<file path="config.mk">
export PLATFORM = sky130hd
export DESIGN_NAME = gpio_port
export DESIGN_NICKNAME = d
export VERILOG_FILES = /design/src/rtl/gpio_port_pkg.sv /design/src/rtl/gpio_sync.sv /design/src/rtl/gpio_regs.sv /design/src/rtl/gpio_pad_mux.sv /design/src/rtl/gpio_port.sv
export SDC_FILE = /design/constraint.sdc
export NUM_CORES = 1
export LEC_CHECK = 0
export BUFFER_PORTS_ARGS = -buffer_cell sky130_fd_sc_hd__clkbuf_2
export CAP_MARGIN = 20
export CORE_ASPECT_RATIO = 1.5
export CORE_UTILIZATION = 48
export CTS_CLUSTER_SIZE = 8
export DETAILED_ROUTE_END_ITERATION = 16
export HOLD_SLACK_MARGIN = 0.02
export PLACE_DENSITY = 0.77
export SLEW_MARGIN = 20
export SYNTH_ARGS = -nofsm -noshare
export SYNTH_HDL_FRONTEND = slang
export SYNTH_SLANG_ARGS = --single-unit
</file>
<file path="constraint.sdc">
create_clock -name clk_i -period 4.2 [get_ports clk_i]
set_input_delay 0.84 -clock clk_i [delete_from_list [all_inputs] [get_ports clk_i]]
set_output_delay 0.84 -clock clk_i [all_outputs]
set_load 0.005 [all_outputs]
</file>
<file path="src/rtl/gpio_port_pkg.sv">
package gpio_port_pkg;
  localparam int ADDR_W = 3;

  typedef enum logic [ADDR_W-1:0] {
    OFS_IN   = 3'd0,
    OFS_OUT  = 3'd1,
    OFS_DIR  = 3'd2,
    OFS_REN  = 3'd3,
    OFS_DS   = 3'd4,
    OFS_SEL  = 3'd5
  } gpio_ofs_e;
endpackage

</file>
<file path="src/rtl/gpio_sync.sv">
module gpio_sync #(
  parameter int WIDTH  = 8,
  parameter int STAGES = 2
) (
  input  logic             clk_i,
  input  logic             rst_ni,
  input  logic [WIDTH-1:0] d_i,
  output logic [WIDTH-1:0] q_o
);
  logic [WIDTH-1:0] stage_q [STAGES];

  for (genvar s = 0; s < STAGES; s++) begin : g_stage
    always_ff @(posedge clk_i or negedge rst_ni) begin
      if (!rst_ni) stage_q[s] <= '0;
      else if (s == 0) stage_q[s] <= d_i;
      else stage_q[s] <= stage_q[(s > 0) ? s-1 : 0];
    end
  end

  assign q_o = stage_q[STAGES-1];

  // Output follows the input with a latency of two edges, once two cycles have passed since reset
  logic [1:0] age_q;
  always_ff @(posedge clk_i or negedge rst_ni) begin
    if (!rst_ni) age_q <= '0;
    else if (age_q != 2'd2) age_q <= age_q + 2'd1;
  end

  p_sync_latency_r4: assert property (@(posedge clk_i) disable iff (!rst_ni)
    (STAGES == 2 && age_q == 2'd2) |-> q_o == $past(d_i, 2))
    else $error("sync latency");
endmodule

</file>
<file path="src/rtl/gpio_regs.sv">
module gpio_regs
  import gpio_port_pkg::*;
#(
  parameter int NUM_PINS = 8
) (
  input  logic                clk_i,
  input  logic                rst_ni,
  input  logic                we_i,
  input  logic [ADDR_W-1:0]   addr_i,
  input  logic [NUM_PINS-1:0] wdata_i,
  output logic [NUM_PINS-1:0] rdata_o,
  input  logic [NUM_PINS-1:0] in_sync_i,
  output logic [NUM_PINS-1:0] out_o,
  output logic [NUM_PINS-1:0] dir_o,
  output logic [NUM_PINS-1:0] ren_o,
  output logic [NUM_PINS-1:0] ds_o,
  output logic [NUM_PINS-1:0] sel_o
);
  logic [NUM_PINS-1:0] out_q, dir_q, ren_q, ds_q, sel_q;

  always_ff @(posedge clk_i or negedge rst_ni) begin
    if (!rst_ni) begin
      out_q <= '0;
      dir_q <= '0;
      ren_q <= '0;
      ds_q  <= '0;
      sel_q <= '0;
    end else if (we_i) begin
      case (addr_i)
        OFS_OUT: out_q <= wdata_i;
        OFS_DIR: dir_q <= wdata_i;
        OFS_REN: ren_q <= wdata_i;
        OFS_DS:  ds_q  <= wdata_i;
        OFS_SEL: sel_q <= wdata_i;
        default: ;  // input register and holes are not writable
      endcase
    end
  end

  always_comb begin
    case (addr_i)
      OFS_IN:  rdata_o = in_sync_i;
      OFS_OUT: rdata_o = out_q;
      OFS_DIR: rdata_o = dir_q;
      OFS_REN: rdata_o = ren_q;
      OFS_DS:  rdata_o = ds_q;
      OFS_SEL: rdata_o = sel_q;
      default: rdata_o = '0;
    endcase
  end

  assign out_o = out_q;
  assign dir_o = dir_q;
  assign ren_o = ren_q;
  assign ds_o  = ds_q;
  assign sel_o = sel_q;

  p_dir_write_r2: assert property (@(posedge clk_i) disable iff (!rst_ni)
    (we_i && addr_i == OFS_DIR) |=> dir_q == $past(wdata_i))
    else $error("dir write");

  p_out_write_r3: assert property (@(posedge clk_i) disable iff (!rst_ni)
    (we_i && addr_i == OFS_OUT) |=> out_q == $past(wdata_i))
    else $error("out write");

  p_in_write_ignored_r4: assert property (@(posedge clk_i) disable iff (!rst_ni)
    (we_i && addr_i == OFS_IN) |=> $stable({out_q, dir_q, ren_q, ds_q, sel_q}))
    else $error("write to input register");

  p_hole_write_ignored_r9: assert property (@(posedge clk_i) disable iff (!rst_ni)
    (we_i && addr_i > OFS_SEL) |=> $stable({out_q, dir_q, ren_q, ds_q, sel_q}))
    else $error("write to hole");
endmodule

</file>
<file path="src/rtl/gpio_pad_mux.sv">
module gpio_pad_mux #(
  parameter int NUM_PINS = 8
) (
  input  logic [NUM_PINS-1:0] out_i,
  input  logic [NUM_PINS-1:0] dir_i,
  input  logic [NUM_PINS-1:0] ren_i,
  input  logic [NUM_PINS-1:0] ds_i,
  input  logic [NUM_PINS-1:0] sel_i,
  input  logic [NUM_PINS-1:0] per_out_i,
  input  logic [NUM_PINS-1:0] per_oe_i,
  output logic [NUM_PINS-1:0] pad_oe_o,
  output logic [NUM_PINS-1:0] pad_out_o,
  output logic [NUM_PINS-1:0] pad_pull_en_o,
  output logic [NUM_PINS-1:0] pad_pull_up_o,
  output logic [NUM_PINS-1:0] pad_drive_o
);
  for (genvar k = 0; k < NUM_PINS; k++) begin : g_pin
    logic oe;
    assign oe               = sel_i[k] ? per_oe_i[k]  : dir_i[k];
    assign pad_oe_o[k]      = oe;
    assign pad_out_o[k]     = sel_i[k] ? per_out_i[k] : out_i[k];
    // pull only on an undriven pin; output bit picks the rail
    assign pad_pull_en_o[k] = ren_i[k] & ~oe;
    assign pad_pull_up_o[k] = ren_i[k] & ~oe & out_i[k];
    assign pad_drive_o[k]   = ds_i[k];
  end

  always_comb begin
    a_no_pull_on_driven_r7: assert ((pad_oe_o & (pad_pull_en_o | pad_pull_up_o)) == '0)
      else $error("pull on driven pin");
  end
endmodule

</file>
<file path="src/rtl/gpio_port.sv">
module gpio_port
  import gpio_port_pkg::*;
#(
  parameter int NUM_PINS    = 8,
  parameter int SYNC_STAGES = 2
) (
  input  logic                clk_i,
  input  logic                rst_ni,
  input  logic                bus_we_i,
  input  logic [ADDR_W-1:0]   bus_addr_i,
  input  logic [NUM_PINS-1:0] bus_wdata_i,
  output logic [NUM_PINS-1:0] bus_rdata_o,
  input  logic [NUM_PINS-1:0] pin_i,
  input  logic [NUM_PINS-1:0] per_out_i,
  input  logic [NUM_PINS-1:0] per_oe_i,
  output logic [NUM_PINS-1:0] per_in_o,
  output logic [NUM_PINS-1:0] pad_oe_o,
  output logic [NUM_PINS-1:0] pad_out_o,
  output logic [NUM_PINS-1:0] pad_pull_en_o,
  output logic [NUM_PINS-1:0] pad_pull_up_o,
  output logic [NUM_PINS-1:0] pad_drive_o
);
  logic [NUM_PINS-1:0] in_sync, out_r, dir_r, ren_r, ds_r, sel_r;

  gpio_sync #(.WIDTH(NUM_PINS), .STAGES(SYNC_STAGES)) u_sync (
    .clk_i (clk_i),
    .rst_ni(rst_ni),
    .d_i   (pin_i),
    .q_o   (in_sync)
  );

  gpio_regs #(.NUM_PINS(NUM_PINS)) u_regs (
    .clk_i    (clk_i),
    .rst_ni   (rst_ni),
    .we_i     (bus_we_i),
    .addr_i   (bus_addr_i),
    .wdata_i  (bus_wdata_i),
    .rdata_o  (bus_rdata_o),
    .in_sync_i(in_sync),
    .out_o    (out_r),
    .dir_o    (dir_r),
    .ren_o    (ren_r),
    .ds_o     (ds_r),
    .sel_o    (sel_r)
  );

  gpio_pad_mux #(.NUM_PINS(NUM_PINS)) u_mux (
    .out_i        (out_r),
    .dir_i        (dir_r),
    .ren_i        (ren_r),
    .ds_i         (ds_r),
    .sel_i        (sel_r),
    .per_out_i    (per_out_i),
    .per_oe_i     (per_oe_i),
    .pad_oe_o     (pad_oe_o),
    .pad_out_o    (pad_out_o),
    .pad_pull_en_o(pad_pull_en_o),
    .pad_pull_up_o(pad_pull_up_o),
    .pad_drive_o  (pad_drive_o)
  );

  assign per_in_o = in_sync;

  // A drive-strength write shows on the pads on the next cycle
  p_drive_follows_write_r8: assert property (@(posedge clk_i) disable iff (!rst_ni)
    (bus_we_i && bus_addr_i == OFS_DS) |=> pad_drive_o == $past(bus_wdata_i))
    else $error("drive strength");
endmodule

</file>
== After elaboration in Yosys (flattened, before gate mapping) ==
Cells that the tools add are included.
Cells by class
  equality and inequality tests: 5
  multiplexer cells: 17
  bitwise operators: 24
  reductions and logical operators: 6
Operators with widths (count)
  $pmux 8 s6: 1
  $and 1x1->1: 16
  $mux 1: 16
  $reduce_and 2->1: 5
  $not 1->1: 8
  $eq 3x2->1 const B: 2
  $eq 3x3->1 const B: 2
  $eq 3x1->1 const B: 1
  $logic_not 3->1: 1
Storage, ports and cells
  register bits after elaboration: 56
  input bits: 38
  output and inout bits: 56
  word-level logic and storage cells: 59

== Longest topological paths before layout ==
  depth after elaboration: 4
  mapped depth: 5

== Hierarchy ==
From an unflattened synthesis, not the netlist that was laid out.
Second synthesis, totals
  cell total of the unflattened synthesis: 221
  area, all modules: 2917.8 µm²
By module, submodules not included
  gpio_regs: times used 1, cells an instance 141, area each 2026.9 µm², sequential area each 1001.0 µm²
  gpio_sync: times used 1, cells an instance 24, area each 460.4 µm², sequential area each 400.4 µm²
  gpio_pad_mux: times used 1, cells an instance 56, area each 430.4 µm², sequential area each 0.0 µm²

== Worst setup path after synthesis ==
No wires, ideal clock.
  path type: input-to-output
  from: input bus_addr_i[1]
  to: output bus_rdata_o[6]
  arrival: 1724 ps
  setup slack: 1636 ps
  stages on the path: 5
  path buffers: 2
  path through: buf_6 buf_4 mux2_2 a22oi_1 o311ai_0
On the way
  longest elaborated chain between the ends: 2
  elaborated cells on any way between the ends: 7
  those cells by class: 5 x eq/ne; 1 x mux; 1 x reduce/logical
RTL lines
  from (decl): RTL line gpio_port.sv:10  | input logic [ADDR_W-1:0] bus_addr_i,
  $eq 3x3->1 (tied with other cells): RTL line gpio_regs.sv:41  | case (addr_i)
  $pmux 8 s6 *: RTL line gpio_regs.sv:41
  to (decl): RTL line gpio_port.sv:12  | output logic [NUM_PINS-1:0] bus_rdata_o,
Mark *: on every way between the ends. The rest lies on a longest branch, timed or not.

== Final worst setup path ==
  from: input bus_addr_i[1]
  to: output bus_rdata_o[2]
The elaborated chain is that of the path after synthesis.

==> results.cfg <==
[outcome]
status = completed

[synth]
ys_ff_latch = 56
syn_avg_cell_area_sq_um = 12.67
yosys_warnings = 0
synth_edf_count = 0
syn_inst = 223
synth-async-reset-ratio_pct = 100.0
synthesis.area_sq_um = 2825
synth_nets = 261
synth.distinct_cells = 30
ys_seq_area_share_pct = 49.60
ys.flop_type = dfrtp_1

[sta]
slew-limit-headroom_pct = 53.31
worst_slack_ps = 1139
tightest_slew_ps = 690.5
tns_ps = 0
fin_crit_ps = 3061
rsz0062_at_grt = no
finalHoldViolCount = 0
setup_viol = 0
max_freq_mhz = 326.7
slew_viol_final = 0
skew_ps = 3.168
period_share_pct = 72.89

[cts]
cts_tree = built
clock_path_buffers = 2
cts_buffers = 5
path_clk_slew_ps = 90
insertion_delay_ps = 300
cts_resized = 0
cts_setup_buffers = 0
clock-sinks = 56
h-tree-depth = 2
hold_buffers = 0
root_buffer = clkbuf_8

[die]
die_area_sq_um = 6203
die_h_um = 95.96
rows = 33
start_util_pct = 50.68
io_pins = 94
fp.dieW_um = 64.64
design.core.area_sq_um = 5574

[global_routing]
grt_pass1_vias = 1825
antenna_found_initial = 0
grt_max_degree = 33
grt.total_usage_pct = 19.81
grt_overflow = 0
grt_pass1_wl_mm = 9.045

[power_and_ir_drop]
clkPwrFrac_pct = 21.3
total_power_mw = 1.394
ir_worst_vdd_uv = 255.4
p_switching_uw = 402.0
p_leak_nw = 1.662
p_int_uw = 992.0
powerDensity_nw_per_um2 = 422.2
comb_power_share_pct = 27.0
pwr-share-seq_pct = 51.7
switching_share_pct = 28.84

[worst_setup_path]
critPathLaunchType = primary input
required_ps = 3360
crit_slowest_cell = clkbuf_2
arrival_ps = 2220
cpPeakStageDelay_ps = 450
cp_common_cell = clkbuf_2
path_max_fanout = 25
cp_cell_sequence = clkbuf_2, mux2_2, a22oi_1, o311ai_0, clkbuf_2
cp-end-kind = primary output
path_class = in -> out

[layout]
n_antenna_cell = 0
layout_common_cells = clkbuf_2 (93), dfrtp_1 (56), mux2_2 (51)
fin_area_sq_um = 3302
fillerInstances = 499
syn2layout_area_growth_pct = 16.87
nNetsFinal = 336
layout_commonest_cell = clkbuf_2
drive_gt1_share_pct = 52.51

[drt]
vias = 1995
totalWireLength_mm = 5.904
wl_per_cell_um = 16.00
ant_nets = 0
drc = 0
first_pass_iters = 4
drtIter0Drc = 62
routed_via_density = 5.407

[place]
pre_cts_ws_ps = 1154
gp_congestion = 0.7789
port_buffers = 93
dpl.hpwl_mm = 4.383
dpl_cell_area_sq_um = 3212

[run]
drv_cap = 0

[hold_path]
worstHoldPathType = reg -> reg
-- sequential cells by signal, summed over array words and instances, names as in the netlist --
signal / count
u_regs.dir_o: 8
u_regs.ds_o: 8
u_regs.out_o: 8
u_regs.ren_o: 8
u_regs.sel_o: 8
u_sync.q_o: 8
u_sync.stage_q: 8
-- power groups by stage --
| stage | registers (mW) | clock network [mW] | logic (mW) |
|---|---|---|---|
| after floorplan | 0.702 | 0 | 0.262 |
| after global placement | 0.728 | 0 | 0.369 |
| after detailed placement | 0.731 | 0 | 0.381 |
| after CTS | 0.721 | 0.302 | 0.383 |
| after global routing | 0.735 | 0.321 | 0.414 |
| final | 0.720 | 0.297 | 0.376 |
-- metal layers --
| metal | global-route usage (%) | wire [um] |
|---|---|---|
| met5 | 0 | 0 |
| met4 | 7.593 | 99 |
| met3 | 2.844 | 230 |
| met2 | 36.40 | 3353 |
| met1 | 23.09 | 2221 |
-- metrics by stage --
step | util, % | hold WS (ps) | std cells
after floorplan | - | 331.2 | 223
after global placement | 57.62 | 332.4 | 361
after detailed placement | 57.62 | 337.8 | 361
after CTS | 59.24 | 356.7 | 369
after global routing | 59.24 | 365.1 | 369
final | 59.24 | 354.3 | 369
-- kinds of logic after synthesis --
family          synth area share (%)
buf+inv                        7.706
compound gates                 5.934
simple gates                   9.654
mux                            27.10
flops                          49.60
-- critical path, delay by kind of cell --
family	cells	cell delay (ps)
AOI/OAI and AO/OA	2	350
buffers and inverters	2	630
muxes	1	390
-- area by class of cell --
class	count	area, sq um	share of cell area, %
Clock buffer	8	90.09	2.728
Inverter	8	30.03	0.9094
Multi-Input combinational cell	132	1212	36.72
Sequential cell	56	1401	42.44
Tap cell	70	87.58	2.653
Timing Repair Buffer	95	480.5	14.55
-- final timing paths --
| kind | start | endpoint | slack (ps) | cells past startpoint |
|---|---|---|---|---|
| setup / recovery | bus_addr_i[1] | bus_rdata_o[2] | 1140 | 5 |
| hold / removal | u_sync.stage_q[13] | u_sync.q_o[5] | 350 | 0 |
| setup reg to reg | u_regs.sel_o[5] | u_regs.sel_o[5] | 3360 | 1 |
| hold reg to reg | u_sync.stage_q[13] | u_sync.q_o[5] | 350 | 0 |
| max in group asynchronous | rst_ni | u_regs.out_o[1] | 2810 | 2 |
| min in group asynchronous | rst_ni | u_regs.sel_o[2] | 550 | 1 |
-- Yosys cell counts (3+ instances only) --
cell      count  area (sq um)
nand2_1       5         18.77
inv_1         8         30.03
mux2i_1      18         180.2
and2_1        9         56.30
clkbuf_1      3         11.26
and3b_1       4         35.03
nand3_1       3         15.01
mux2_2       51         574.3
dfrtp_1      56          1401
a21oi_1       7         35.03
o21a_1        3         22.52
o21ai_0       3         15.01
and3_1        8         50.05
a211o_1       3         26.28
buf_2         3         15.01
buf_4        20         150.1
Power figures use the tool's default switching activity.
